$ cat src/rtl/bcd_alu_pkg.sv
package bcd_alu_pkg;

  localparam int BYTE_W = 8;
  localparam int NIB_W  = BYTE_W / 2;

  typedef struct packed {
    logic [BYTE_W-1:0] res;
    logic              v;
    logic              c;
  } arith_t;

  // Two's-complement add with carry
  function automatic arith_t bin_add(input logic [BYTE_W-1:0] a,
                                     input logic [BYTE_W-1:0] b,
                                     input logic              ci);
    arith_t            o;
    logic [BYTE_W:0]   s;
    s     = {1'b0, a} + {1'b0, b} + {{BYTE_W{1'b0}}, ci};
    o.res = s[BYTE_W-1:0];
    o.c   = s[BYTE_W];
    o.v   = (a[BYTE_W-1] == b[BYTE_W-1]) && (s[BYTE_W-1] != a[BYTE_W-1]);
    return o;
  endfunction

  // Subtract as add of the complement; carry set means no borrow
  function automatic arith_t bin_sub(input logic [BYTE_W-1:0] a,
                                     input logic [BYTE_W-1:0] b,
                                     input logic              ci);
    arith_t            o;
    logic [BYTE_W:0]   s;
    s     = {1'b0, a} + {1'b0, ~b} + {{BYTE_W{1'b0}}, ci};
    o.res = s[BYTE_W-1:0];
    o.c   = s[BYTE_W];
    o.v   = (a[BYTE_W-1] != b[BYTE_W-1]) && (s[BYTE_W-1] != a[BYTE_W-1]);
    return o;
  endfunction

  function automatic logic is_bcd(input logic [BYTE_W-1:0] x);
    return (x[NIB_W-1:0] <= 4'd9) && (x[BYTE_W-1:NIB_W] <= 4'd9);
  endfunction

endpackage

$ cat src/rtl/alu_bin_unit.sv
module alu_bin_unit
  import bcd_alu_pkg::*;
(
  input  logic [BYTE_W-1:0] a,
  input  logic [BYTE_W-1:0] b,
  input  logic              ci,
  output arith_t            add_o,
  output arith_t            sub_o
);
  always_comb begin
    add_o = bin_add(a, b, ci);
    sub_o = bin_sub(a, b, ci);
  end
endmodule

$ cat src/rtl/alu_dec_add.sv
module alu_dec_add
  import bcd_alu_pkg::*;
(
  input  logic [BYTE_W-1:0] a,
  input  logic [BYTE_W-1:0] b,
  input  logic              ci,
  output arith_t            o,
  output logic              lo_fix,
  output logic              hi_fix
);
  logic [NIB_W:0]   lo_sum;
  logic [NIB_W-1:0] lo_dig;
  logic [BYTE_W:0]  hi_sum;

  always_comb begin
    // low digit: binary nibble sum, then +6 wrap when ten or more
    lo_sum = {1'b0, a[NIB_W-1:0]} + {1'b0, b[NIB_W-1:0]} + {{NIB_W{1'b0}}, ci};
    lo_fix = (lo_sum >= 5'd10);
    lo_dig = lo_fix ? (lo_sum[NIB_W-1:0] + 4'd6) : lo_sum[NIB_W-1:0];
    // high digit: A high nibble with corrected low digit, plus B high and carry
    hi_sum = {1'b0, a[BYTE_W-1:NIB_W], lo_dig}
           + {1'b0, b[BYTE_W-1:NIB_W], {NIB_W{1'b0}}}
           + {{NIB_W{1'b0}}, lo_fix, {NIB_W{1'b0}}};
    hi_fix = hi_sum[BYTE_W] || (hi_sum[BYTE_W-1:0] >= 8'hA0);
    o.v    = (a[BYTE_W-1] == b[BYTE_W-1]) && (hi_sum[BYTE_W-1] != a[BYTE_W-1]);
    o.res  = hi_fix ? (hi_sum[BYTE_W-1:0] + 8'h60) : hi_sum[BYTE_W-1:0];
    o.c    = hi_fix;
  end
endmodule

$ cat src/rtl/alu_dec_sub.sv
module alu_dec_sub
  import bcd_alu_pkg::*;
(
  input  logic [BYTE_W-1:0] a,
  input  logic [BYTE_W-1:0] b,
  input  logic              ci,
  output arith_t            o,
  output logic              lo_borrow,
  output logic              hi_borrow
);
  logic [NIB_W:0]    lo_dif;
  logic [BYTE_W:0]   hi_dif;
  logic [BYTE_W-1:0] step;

  always_comb begin
    lo_dif    = {1'b0, a[NIB_W-1:0]} - {1'b0, b[NIB_W-1:0]} - {{NIB_W{1'b0}}, ~ci};
    lo_borrow = lo_dif[NIB_W];
    // the split difference equals the full binary difference
    hi_dif    = {1'b0, a[BYTE_W-1:NIB_W], lo_dif[NIB_W-1:0]}
              - {1'b0, b[BYTE_W-1:NIB_W], {NIB_W{1'b0}}}
              - {{NIB_W{1'b0}}, lo_borrow, {NIB_W{1'b0}}};
    hi_borrow = hi_dif[BYTE_W];
    step      = hi_borrow ? (hi_dif[BYTE_W-1:0] - 8'h60) : hi_dif[BYTE_W-1:0];
    o.res     = lo_borrow ? (step - 8'h06) : step;
    o.c       = ~hi_borrow;
    o.v       = (a[BYTE_W-1] != b[BYTE_W-1]) && (hi_dif[BYTE_W-1] != a[BYTE_W-1]);
  end
endmodule

$ cat src/rtl/bcd_alu_top.sv
module bcd_alu_top
  import bcd_alu_pkg::*;
(
  input  logic              clk,
  input  logic              rst_n,
  input  logic              in_valid,
  input  logic              op_sub,
  input  logic              dec_en,
  input  logic              carry_in,
  input  logic [BYTE_W-1:0] opnd_a,
  input  logic [BYTE_W-1:0] opnd_b,
  output logic              out_valid,
  output logic [BYTE_W-1:0] result,
  output logic              flag_n,
  output logic              flag_v,
  output logic              flag_z,
  output logic              flag_c
);
  arith_t bin_add_w, bin_sub_w, dadd_w, dsub_w, sel_w;
  logic   dadd_lo_fix, dadd_hi_fix, dsub_lo_borrow, dsub_hi_borrow;
  logic   n_next, z_next;

  alu_bin_unit u_bin (
    .a(opnd_a), .b(opnd_b), .ci(carry_in), .add_o(bin_add_w), .sub_o(bin_sub_w)
  );

  alu_dec_add u_dadd (
    .a(opnd_a), .b(opnd_b), .ci(carry_in), .o(dadd_w),
    .lo_fix(dadd_lo_fix), .hi_fix(dadd_hi_fix)
  );

  alu_dec_sub u_dsub (
    .a(opnd_a), .b(opnd_b), .ci(carry_in), .o(dsub_w),
    .lo_borrow(dsub_lo_borrow), .hi_borrow(dsub_hi_borrow)
  );

  always_comb begin
    unique case ({dec_en, op_sub})
      2'b00:   sel_w = bin_add_w;
      2'b01:   sel_w = bin_sub_w;
      2'b10:   sel_w = dadd_w;
      default: sel_w = dsub_w;
    endcase
    n_next = sel_w.res[BYTE_W-1];
    z_next = (sel_w.res == '0);
  end

  always_ff @(posedge clk) begin
    if (!rst_n) begin
      out_valid <= 1'b0;
      result    <= '0;
      flag_n    <= 1'b0;
      flag_v    <= 1'b0;
      flag_z    <= 1'b0;
      flag_c    <= 1'b0;
    end else begin
      out_valid <= in_valid;
      if (in_valid) begin
        result <= sel_w.res;
        flag_n <= n_next;
        flag_v <= sel_w.v;
        flag_z <= z_next;
        flag_c <= sel_w.c;
      end
    end
  end

  // strobe appears one cycle later, idle cycles hold the result
  a_r2_latency: assert property (@(posedge clk) disable iff (!rst_n)
    in_valid |=> out_valid);
  a_r2_hold: assert property (@(posedge clk) disable iff (!rst_n)
    !in_valid |=> (!out_valid && $stable(result) && $stable(flag_c)));
  // flags agree with the registered result
  a_r10_zero: assert property (@(posedge clk) disable iff (!rst_n)
    out_valid |-> (flag_z == (result == '0)));
  a_r10_neg: assert property (@(posedge clk) disable iff (!rst_n)
    out_valid |-> (flag_n == result[BYTE_W-1]));
  // valid BCD in gives valid BCD out for decimal add
  a_r6_bcd_closed: assert property (@(posedge clk) disable iff (!rst_n)
    (is_bcd(opnd_a) && is_bcd(opnd_b)) |-> is_bcd(dadd_w.res));
  // valid BCD in gives valid BCD out for decimal subtract
  a_r8_bcd_closed: assert property (@(posedge clk) disable iff (!rst_n)
    (is_bcd(opnd_a) && is_bcd(opnd_b)) |-> is_bcd(dsub_w.res));
  // decimal subtract C and V agree with the binary subtractor
  a_r9_flags_match: assert property (@(posedge clk) disable iff (!rst_n)
    (dsub_w.c == bin_sub_w.c) && (dsub_w.v == bin_sub_w.v));
  // a high-digit carry out always forces the decimal correction
  a_r6_carry_fix: assert property (@(posedge clk) disable iff (!rst_n)
    (bin_add_w.c && !dadd_lo_fix) |-> dadd_hi_fix);

endmodule

$ cat config.mk
export PLATFORM = sky130hd
export DESIGN_NAME = bcd_alu_top
export DESIGN_NICKNAME = d
export VERILOG_FILES = /design/src/rtl/bcd_alu_pkg.sv /design/src/rtl/alu_bin_unit.sv /design/src/rtl/alu_dec_add.sv /design/src/rtl/alu_dec_sub.sv /design/src/rtl/bcd_alu_top.sv
export SDC_FILE = /design/constraint.sdc
export NUM_CORES = 1
export LEC_CHECK = 0
export ABC_CLOCK_PERIOD_IN_PS = 5000
export BUFFER_PORTS_ARGS = -buffer_cell sky130_fd_sc_hd__buf_4
export CAP_MARGIN = 25
export CORE_ASPECT_RATIO = 1.1
export CORE_UTILIZATION = 38
export CTS_CLUSTER_DIAMETER = 100
export DETAILED_ROUTE_END_ITERATION = 8
export SLEW_MARGIN = 40
export SYNTH_ARGS = -nofsm -noshare
export SYNTH_HDL_FRONTEND = slang
export SYNTH_HIERARCHICAL = 1
export SYNTH_SLANG_ARGS = --single-unit
$ cat constraint.sdc
create_clock -name clk -period 5 [get_ports clk]
set_clock_uncertainty 0.15 [all_clocks]
set_input_delay 0.25 -clock clk [delete_from_list [all_inputs] [get_ports clk]]
set_output_delay 0.25 -clock clk [all_outputs]
set_load 0.02 [all_outputs]
==> run_results.csv, run 1 <==
group,metric,value,unit
run_status,outcome,"complete, no violations",
route,detail-route-antenna-nets,0,
finish,fill_cells,743,
setup_path,cpMaxStageDelayCell,"mux4_2",
timing,fin_crit_sh,93.7,%
synth,syn_area,0.00293,mm²
setup_path,cp_max_fo,6,
finish,fin_nets,449,
global_route,grt_util_all_layers,15.8,%
setup_path,startpoint_type,"primary input",
power_and_ir_drop,seqPwrFrac,14.8,%
route,via_count,2475,
die,coreArea,0.00747,mm²
synth,synthCells,339,
global_route,grt_overflow,0,
setup_path,reg2reg_slack,4.11,ns
global_route,grt_pass1_vias,2406,
timing,setup_violations,0,
synth,yosys_register_bits,12,
setup_path,cp_cell_sequence,"buf_4, inv_1, fa_1, fa_2, xnor2_1, inv_1, ha_1, o31ai_1, a311o_2, inv_1, fa_1, inv_1, ha_1, fa_1, xor2_2, nor2_1, mux2i_1, a22oi_1, mux4_2, nor4_2, a32o_1",
synth,ys_async_sr_fraction,0,%
finish,regArea,240,µm²
cts,cts_tree,"built",
synth,yosys_most_used_dff,"dfxtp_1",
synth,yosys_warnings,6,
finish,diodes,0,
timing,rsz0062_at_grt,"no",
power_and_ir_drop,power.switching,0.341,mW
synth,synth-edff-count,0,
route,drc,0,
die,die_height,94.1,µm
power_and_ir_drop,power_frac_comb,74.3,%
synth,ys_types,79,
finish,fin_cells,479,
route,drt-wirelength-per-cell,12.9,µm
die,num_rows,33,
die,die_w,85.7,µm
timing,worstMarginPinSlew,0.446,ns
global_route,grt_pass1_wl,10400,µm
setup_path,critPathTopFamily,"adder cells",
global_route,antenna_found_initial,0,
timing,drv_slew,0,
cts,cts.clk_slew.worst_paths,0.05,ns
setup_path,worst_ep_required_time,5.03,ns
route,drt-total-wl,6160,µm
cts,cts.path.max_buffers,2,
setup_path,crit_buf_inv,5,
die,die_area,0.00807,mm²
cts,clockRootBuffer,"clkbuf_8",
die,initial_core_util,39.2,%
power_and_ir_drop,vdd_drop_max,0.0000790,V
placed_design,gp_congestion,0.779,
placed_design,dp_hpwl,5330,µm
power_and_ir_drop,power_frac_clock,10.9,%
finish,syn_to_final_growth,14.8,%
placed_design,portBuffers,34,
cts,h-tree-depth,1,
timing,slew_headroom,70.0,%
setup_path,crit_arrival,4.72,ns
synth,syn_area_per_cell,8.64,µm²
synth,synth_nets,412,
timing,final_hold_viol_count,0,
placed_design,dp.cells,475,
setup_path,timing_worst_setup_path_type,"in2reg",
cts,cts_made_buffers,3,
timing,fmax,213,MHz
die,ios,35,
power_and_ir_drop,power_leakage,1.63,nW
run,max_cap_viol_count,0,
setup_path,end_kind,"flip-flop",
power_and_ir_drop,p_sw_share,43.5,%
timing,fin_hold_ws,0.159,ns
cts,clkSinkCount,12,
setup_path,cpMostUsedCell,"inv_1",
global_route,grt_start_max_net_pins,13,
route,drt_iter0_markers,58,
setup_path,slowest_delay,0.51,ns
cts,cts_hold_buf,0,
synth,ys_seq_area_share,8.20,%
route,via_per_inst,5.17,
timing,finalCriticalPeriod,4.69,ns
power_and_ir_drop,p_int,0.443,mW
cts,clock_latency,0.24,ns
hold_path,min_path_type,"in2reg",
finish,multi_input_area,0.00241,mm²
route,dr.pass1.iters,4,
finish,drive_gt1_share,21.7,%
power_and_ir_drop,power_density,233,mW/mm²
## cells in the final DEF, fill, tap and decap left out, drive strengths merged, types with 3 or more instances in the layout
| master | n |
|---|---|
| buf | 44 |
| and3 | 3 |
| mux2i | 13 |
| and2 | 3 |
| o211ai | 3 |
| a21oi | 15 |
| nand2 | 15 |
| nor3 | 4 |
| a22oi | 3 |
| ha | 41 |
| mux4 | 11 |
| a211oi | 3 |
| xnor2 | 19 |
| fa | 10 |
| or2 | 3 |
| nor4 | 4 |
| clkbuf | 3 |
| xor2 | 7 |
| o21ai | 9 |
| a221oi | 3 |
| dfxtp | 12 |
| inv | 55 |
| o21a | 5 |
| nor2 | 24 |
| nor2b | 14 |
| nand2b | 6 |
## flip-flops by register name, indices dropped and copies added (netlist names)
register and cells:
result 8, flag_c 1, flag_v 1, flag_z 1, out_valid 1
## area by class of cell
class,count,share of cell area [%]
inverter,56,6.29
clock buffer,3,1.23
tap,105,3.91
sequential,12,7.14
multi-input combinational,259,71.6
timing repair buffer,44,9.82
## cells by family (layout without fill, tap and decap cells)
family | after synthesis | in the layout | synth area share, %
AND/OR/NAND/NOR | 91 | 91 | 17.8
buffers and inverters | 68 | 103 | 9.91
AO/OA/AOI/OAI | 66 | 66 | 17.9
adder cells (fa/ha/maj) | 51 | 51 | 24.3
XOR/XNOR | 26 | 26 | 8.03
multiplexers | 25 | 25 | 13.8
flip-flops | 12 | 12 | 8.20
## per-layer routing
metal / GRT usage (%) / up-vias / wire [µm]
met1: 19.7 / 1183 / 2950
li1: - / 1257 / -
met5: 0 / - / 0
met3: 0.879 / 6 / 153
met4: 3.75 / 0 / 51
met2: 29.7 / 29 / 3000
## path summary, 6_finish.rpt
kind | startpoint | endpoint | cells past startpoint
worst max-delay path | opnd_a[0] | flag_z | 21
worst min-delay path | rst_n | result[7] | 2
worst max register to register | flag_z | flag_z | 2
worst min register to register | result[1] | result[1] | 2
## synth_stat cells, types with 2 or more instances
cell      count  area share (%)
a21o_1        2            0.51
o31a_1        2            0.60
buf_6         3             1.2
clkbuf_1      4            0.51
o21ai_0       8             1.4
and3b_1       2            0.60
ha_1         41              18
a21oi_1      13             2.2
mux4_2        7             5.4
nand2b_1      5             1.1
inv_1        54             6.9
a211oi_1      2            0.51
o211ai_1      3            0.77
nand2_1      15             1.9
nor2b_1      13             2.8
nor3_1        4            0.68
mux4_1        4             3.6
o311ai_0      2            0.60
buf_4         2            0.51
a31oi_1       2            0.43
a221oi_1      2            0.60
and3_1        3            0.64
dfxtp_1      12             8.2
a22oi_1       2            0.51
mux2i_1      13             4.4
xnor2_1      19             5.7
o21a_1        5             1.3
nor4_1        3            0.64
and2_1        2            0.43
nand3b_1      2            0.51
fa_1         10             6.8
nor2_1       24             3.1
buf_2         3            0.51
xor2_1        6             1.8
## worst register-to-register path, stage by stage (launching register included)
cell and delay (ns):
dfxtp_1 0.31, nor2b_1 0.12, a32o_1 0.20
## timing repair
item | 4_1_cts | 5_1_grt
setup endpoints to repair | 0 | 1
resized for setup | 0 | 2
setup buffers | 0 | 1
## power groups by stage
stage | sequential, mW | combinational [mW] | clock (mW)
2_1_floorplan | 0.133 | 0.419 | 0
3_3_place_gp | 0.117 | 0.568 | 0
3_5_place_dp | 0.118 | 0.575 | 0
4_1_cts | 0.116 | 0.578 | 0.0880
5_1_grt | 0.117 | 0.646 | 0.0911
6_report | 0.116 | 0.583 | 0.0853
## per-stage QoR
stage                     setup WS, ns  power, mW  util, %  area (µm²)  setup TNS [ns]
after CTS                        0.193      0.782     44.8        3350               0
final                            0.315      0.784     45.0        3360               0
after detailed placement       -0.0605      0.693     44.2        3310         -0.0605
after global routing            0.0102      0.855     45.0        3360               0
after global placement          0.0337      0.685     44.2        3310               0
after floorplan                  0.258      0.552        -        2930               0
Power figures use the tool's default switching activity.
==> inputs of run 2 (changes only) <==
--- a/config.mk
+++ b/config.mk
@@ -9,6 +9,7 @@
 export BUFFER_PORTS_ARGS = -buffer_cell sky130_fd_sc_hd__buf_4
 export CAP_MARGIN = 25
 export CORE_ASPECT_RATIO = 1.1
+export CORE_MARGIN = 3
 export CORE_UTILIZATION = 38
 export CTS_CLUSTER_DIAMETER = 100
 export DETAILED_ROUTE_END_ITERATION = 8
==> run_results.csv, run 2 (synthesized netlist as in run 1, its figures left out) <==
group,metric,value,unit
run_status,outcome,"complete, no violations",
setup_path,crit_arrival,4.72,ns
cts,cts_made_buffers,3,
setup_path,reg2reg_slack,4.12,ns
timing,drv_slew,0,
power_and_ir_drop,power_frac_comb,74.7,%
cts,cts_setup_buffers,0,
placed_design,dpl_cell_area,0.00330,mm²
global_route,antenna_found_initial,0,
global_route,grt_pass1_wl,10800,µm
route,drt_iter0_markers,80,
finish,drive_gt1_share,22.3,%
global_route,met1_usage,20.0,%
timing,fin_hold_ws,0.159,ns
setup_path,worst_ep_required_time,5.03,ns
cts,cts.path.max_buffers,2,
cts,clock_latency,0.23,ns
power_and_ir_drop,power_frac_clock,10.7,%
timing,rsz0062_at_grt,"no",
power_and_ir_drop,power.switching,0.349,mW
setup_path,timing_worst_setup_path_type,"in2reg",
route,via_per_inst,5.09,
cts,clkSinkCount,12,
global_route,grt_use_met2,24.5,%
die,die_height,98.1,µm
finish,fin_util,46.6,%
global_route,grt_pass1_vias,2308,
timing,worstMarginPinSlew,0.415,ns
power_and_ir_drop,power_density,235,mW/mm²
die,num_rows,32,
power_and_ir_drop,p_sw_share,43.8,%
placed_design,gp_congestion,0.830,
timing,fin_ws,0.306,ns
run,max_cap_viol_count,0,
finish,regMostFlops,"result",
timing,finalCriticalPeriod,4.69,ns
global_route,grt_overflow,0,
placed_design,portBuffers,34,
power_and_ir_drop,seqPwrFrac,14.6,%
setup_path,end_kind,"flip-flop",
power_and_ir_drop,power_leakage,1.62,nW
die,die_area,0.00880,mm²
finish,largest_reg_flops,8,
route,detail-route-antenna-nets,0,
route,via_count,2420,
route,dr.pass1.iters,4,
timing,final_hold_viol_count,0,
global_route,top_usage_layer,"met2",
timing,setup_violations,0,
finish,final_cell_mix,"inv_1, buf_4, ha_1",
hold_path,min_path_type,"in2reg",
timing,fin_crit_sh,93.9,%
finish,diodes,0,
die,coreArea,0.00725,mm²
route,drt-wirelength-per-cell,13.3,µm
cts,clockRootBuffer,"clkbuf_8",
setup_path,cp_max_fo,6,
die,initial_core_util,40.4,%
cts,h-tree-depth,1,
cts,cts.clk_slew.worst_paths,0.05,ns
placed_design,dp_hpwl,5480,µm
timing,slew_headroom,71.6,%
global_route,grt.met3_usage,1.23,%
cts,cts_tree,"built",
global_route,grt_util_all_layers,14.3,%
finish,fin_nets,448,
route,drt-total-wl,6340,µm
power_and_ir_drop,p_int,0.447,mW
finish,syn_to_final_growth,15.3,%
timing,fmax,213,MHz
die,ios,35,
finish,design_area,0.00338,mm²
finish,final_common_cell,"inv_1",
die,die_w,89.7,µm
setup_path,startpoint_type,"primary input",
placed_design,dp_slack,-0.0887,ns
timing,finalSetupTns,0,ns
global_route,grt_start_max_net_pins,13,
route,drc,0,
power_and_ir_drop,vdd_drop_max,0.0000810,V
## run 2: worst max-delay path: stages
cell and delay, ns:
buf_4 0.11, inv_1 0.06, fa_2 0.39, fa_1 0.41
xnor2_1 0.17, inv_1 0.07, ha_1 0.20, o31ai_1 0.11
a311o_2 0.43, inv_1 0.08, fa_1 0.15, inv_1 0.05
ha_1 0.21, fa_2 0.36, xor2_2 0.28, nor2_1 0.08
mux2i_1 0.23, a22oi_1 0.12, mux4_2 0.53, nor4_4 0.26
a32o_1 0.18
## run 2: per-layer routing
metal	vias to the layer above	part of all wire, %
li1	1251	-
met2	36	48
met3	2	3.0
met5	-	0
met1	1131	49
met4	0	0.24
## run 2: worst paths after layout
| check | from | end | cells past startpoint |
|---|---|---|---|
| setup reg to reg | flag_z | flag_z | 2 |
| setup / recovery | opnd_b[0] | flag_z | 21 |
| hold reg to reg | flag_c | flag_c | 2 |
| hold / removal | rst_n | flag_z | 2 |
## run 2: per-stage QoR
step                      cells  power [mW]
final                       475       0.796
after global routing        475       0.869
after CTS                   475       0.784
after detailed placement    472       0.696
after global placement      472       0.689
after floorplan             339       0.552
## run 2: final cells by class
class | count | area, µm²
sequential | 12 | 240
clock buffer | 3 | 41.3
tap | 102 | 128
timing repair buffer | 43 | 323
multi-input combinational | 259 | 2430
inverter | 56 | 211
fill | 715 | 3870
## run 2: what timing repair did
item,CTS,global route
endpoints found under the setup margin,0,1
gates resized for setup,0,7
hold buffers,0,0
## run 2: power groups by stage
stage	clock (mW)	combinational (mW)	sequential, mW
global placement	0	0.571	0.117
floorplan	0	0.419	0.133
CTS	0.0882	0.580	0.116
finish	0.0851	0.595	0.116
global route	0.0915	0.661	0.117
detailed placement	0	0.578	0.118
==> inputs of run 3 (changes only) <==
--- a/config.mk
+++ b/config.mk
@@ -13,6 +13,7 @@
 export CORE_UTILIZATION = 38
 export CTS_CLUSTER_DIAMETER = 100
 export DETAILED_ROUTE_END_ITERATION = 8
+export REMOVE_ABC_BUFFERS = 1
 export SLEW_MARGIN = 40
 export SYNTH_ARGS = -nofsm -noshare
 export SYNTH_HDL_FRONTEND = slang
==> run_results.csv, run 3 (synthesized netlist as in run 1, its figures left out) <==
group,metric,value,unit
route,met1_length,3100,µm
run,max_cap_viol_count,0,
finish,syn_to_final_growth,15.5,%
timing,fin_crit_sh,92.7,%
timing,fmax,216,MHz
cts,clock_latency,0.24,ns
route,via_per_inst,5.16,
finish,largest_reg_flops,8,
timing,slew_headroom,70.8,%
global_route,grt_util_all_layers,14.3,%
power_and_ir_drop,vdd_drop_max,0.000109,V
route,dr.pass1.iters,4,
timing,final_hold_viol_count,0,
die,coreArea,0.00725,mm²
route,drt-wirelength-per-cell,13.7,µm
die,die_height,98.1,µm
setup_path,timing_worst_setup_path_type,"in2reg",
setup_path,startpoint_type,"primary input",
die,num_rows,32,
hold_path,min_path_type,"in2reg",
finish,regMostFlops,"result",
placed_design,portBuffers,34,
route,drc,0,
placed_design,dp_hpwl,5510,µm
timing,finalCriticalPeriod,4.63,ns
finish,fin_util,46.7,%
run_status,outcome,"complete, no violations",
timing,rsz0062_at_grt,"no",
setup_path,worst_ep_required_time,5.03,ns
global_route,grt_start_max_net_pins,13,
power_and_ir_drop,finalPower,0.808,mW
global_route,grt_pass1_wl,10600,µm
die,initial_core_util,40.4,%
cts,clockRootBuffer,"clkbuf_8",
timing,drv_slew,0,
die,ios,35,
die,die_w,89.7,µm
finish,diodes,0,
route,detail-route-antenna-nets,0,
timing,setup_violations,0,
timing,worstMarginPinSlew,0.433,ns
power_and_ir_drop,power_leakage,1.63,nW
global_route,grt_overflow,0,
die,die_area,0.00880,mm²
finish,fin_nets,448,
finish,drive_gt1_share,22.5,%
global_route,antenna_found_initial,0,
finish,final_common_cell,"inv_1",
route,wl_met2,3150,µm
setup_path,crit_arrival,4.67,ns
placed_design,gp_congestion,0.843,
route,drt-total-wl,6510,µm
route,drt_iter0_markers,66,
power_and_ir_drop,power_density,239,mW/mm²
route,via_count,2458,
setup_path,cp_max_fo,5,
cts,cts_made_buffers,3,
cts,clkSinkCount,12,
cts,cts_tree,"built",
cts,cts.clk_slew.worst_paths,0.05,ns
global_route,grt_pass1_vias,2300,
route,highest_layer,"met4",
cts,cts.path.max_buffers,2,
cts,cts_setup_buffers,0,
route,wl_met3,192,µm
cts,h-tree-depth,1,
finish,final_cell_mix,"inv_1, buf_4, ha_1",
setup_path,end_kind,"flip-flop",
## run 3: worst max-delay path, stage by stage
cell and delay [ns]:
buf_4 0.09, inv_1 0.05, fa_1 0.47, fa_2 0.58
ha_1 0.21, o31ai_1 0.10, a311o_2 0.43, inv_1 0.08
fa_1 0.15, inv_1 0.05, ha_1 0.21, fa_2 0.59
nor2_1 0.07, and3_1 0.17, mux2i_1 0.14, o311ai_1 0.12
mux4_2 0.50, nor4_2 0.21, a32o_1 0.18
## run 3: what timing repair did
item	4_1_cts	5_1_grt
endpoints found under the hold margin	0	0
setup endpoints to repair	0	1
gates resized for setup	0	8
hold buffers	0	0
## run 3: where the power goes
group | leakage, nW | switching [mW] | internal [mW]
Sequential | 0.0989 | 0.00735 | 0.109
Clock | 0.0288 | 0.0340 | 0.0694
Combinational | 1.50 | 0.304 | 0.284
Total | 1.63 | 0.345 | 0.462
## run 3: path summary, 6_finish.rpt
kind	cells after the start	slack, ns	endpoint	start
hold / removal	2	0.16	flag_z	rst_n
setup / recovery	19	0.37	flag_z	opnd_a[0]
hold reg to reg	2	0.37	result[5]	result[5]
setup reg to reg	2	4.12	flag_z	flag_z
## run 3: routing by layer
layer  global-route usage, %  vias to the layer above
met5                       0                        -
met4                    3.77                        0
met2                    25.5                       37
met3                    1.16                        6
met1                    18.6                     1158
li1                        -                     1257
## run 3: metrics by stage
step	worst slack (ns)	hold slack (ns)	TNS (ns)	area, µm²	instances
6_report	0.366	0.160	0	3380	476
4_1_cts	0.214	0.162	0	3360	476
5_1_grt	0.0340	0.178	0	3380	476
2_1_floorplan	0.327	0.226	0	2850	327
3_3_place_gp	0.0314	0.346	0	3300	472
3_5_place_dp	-0.0365	0.357	-0.0365	3300	472
## run 3: final cells by class
class / instances / area, µm²
clock buffer: 4 / 55.1
fill: 698 / 3860
inverter: 56 / 211
multi-input combinational: 259 / 2430
sequential: 12 / 240
tap: 102 / 128
timing repair buffer: 43 / 323
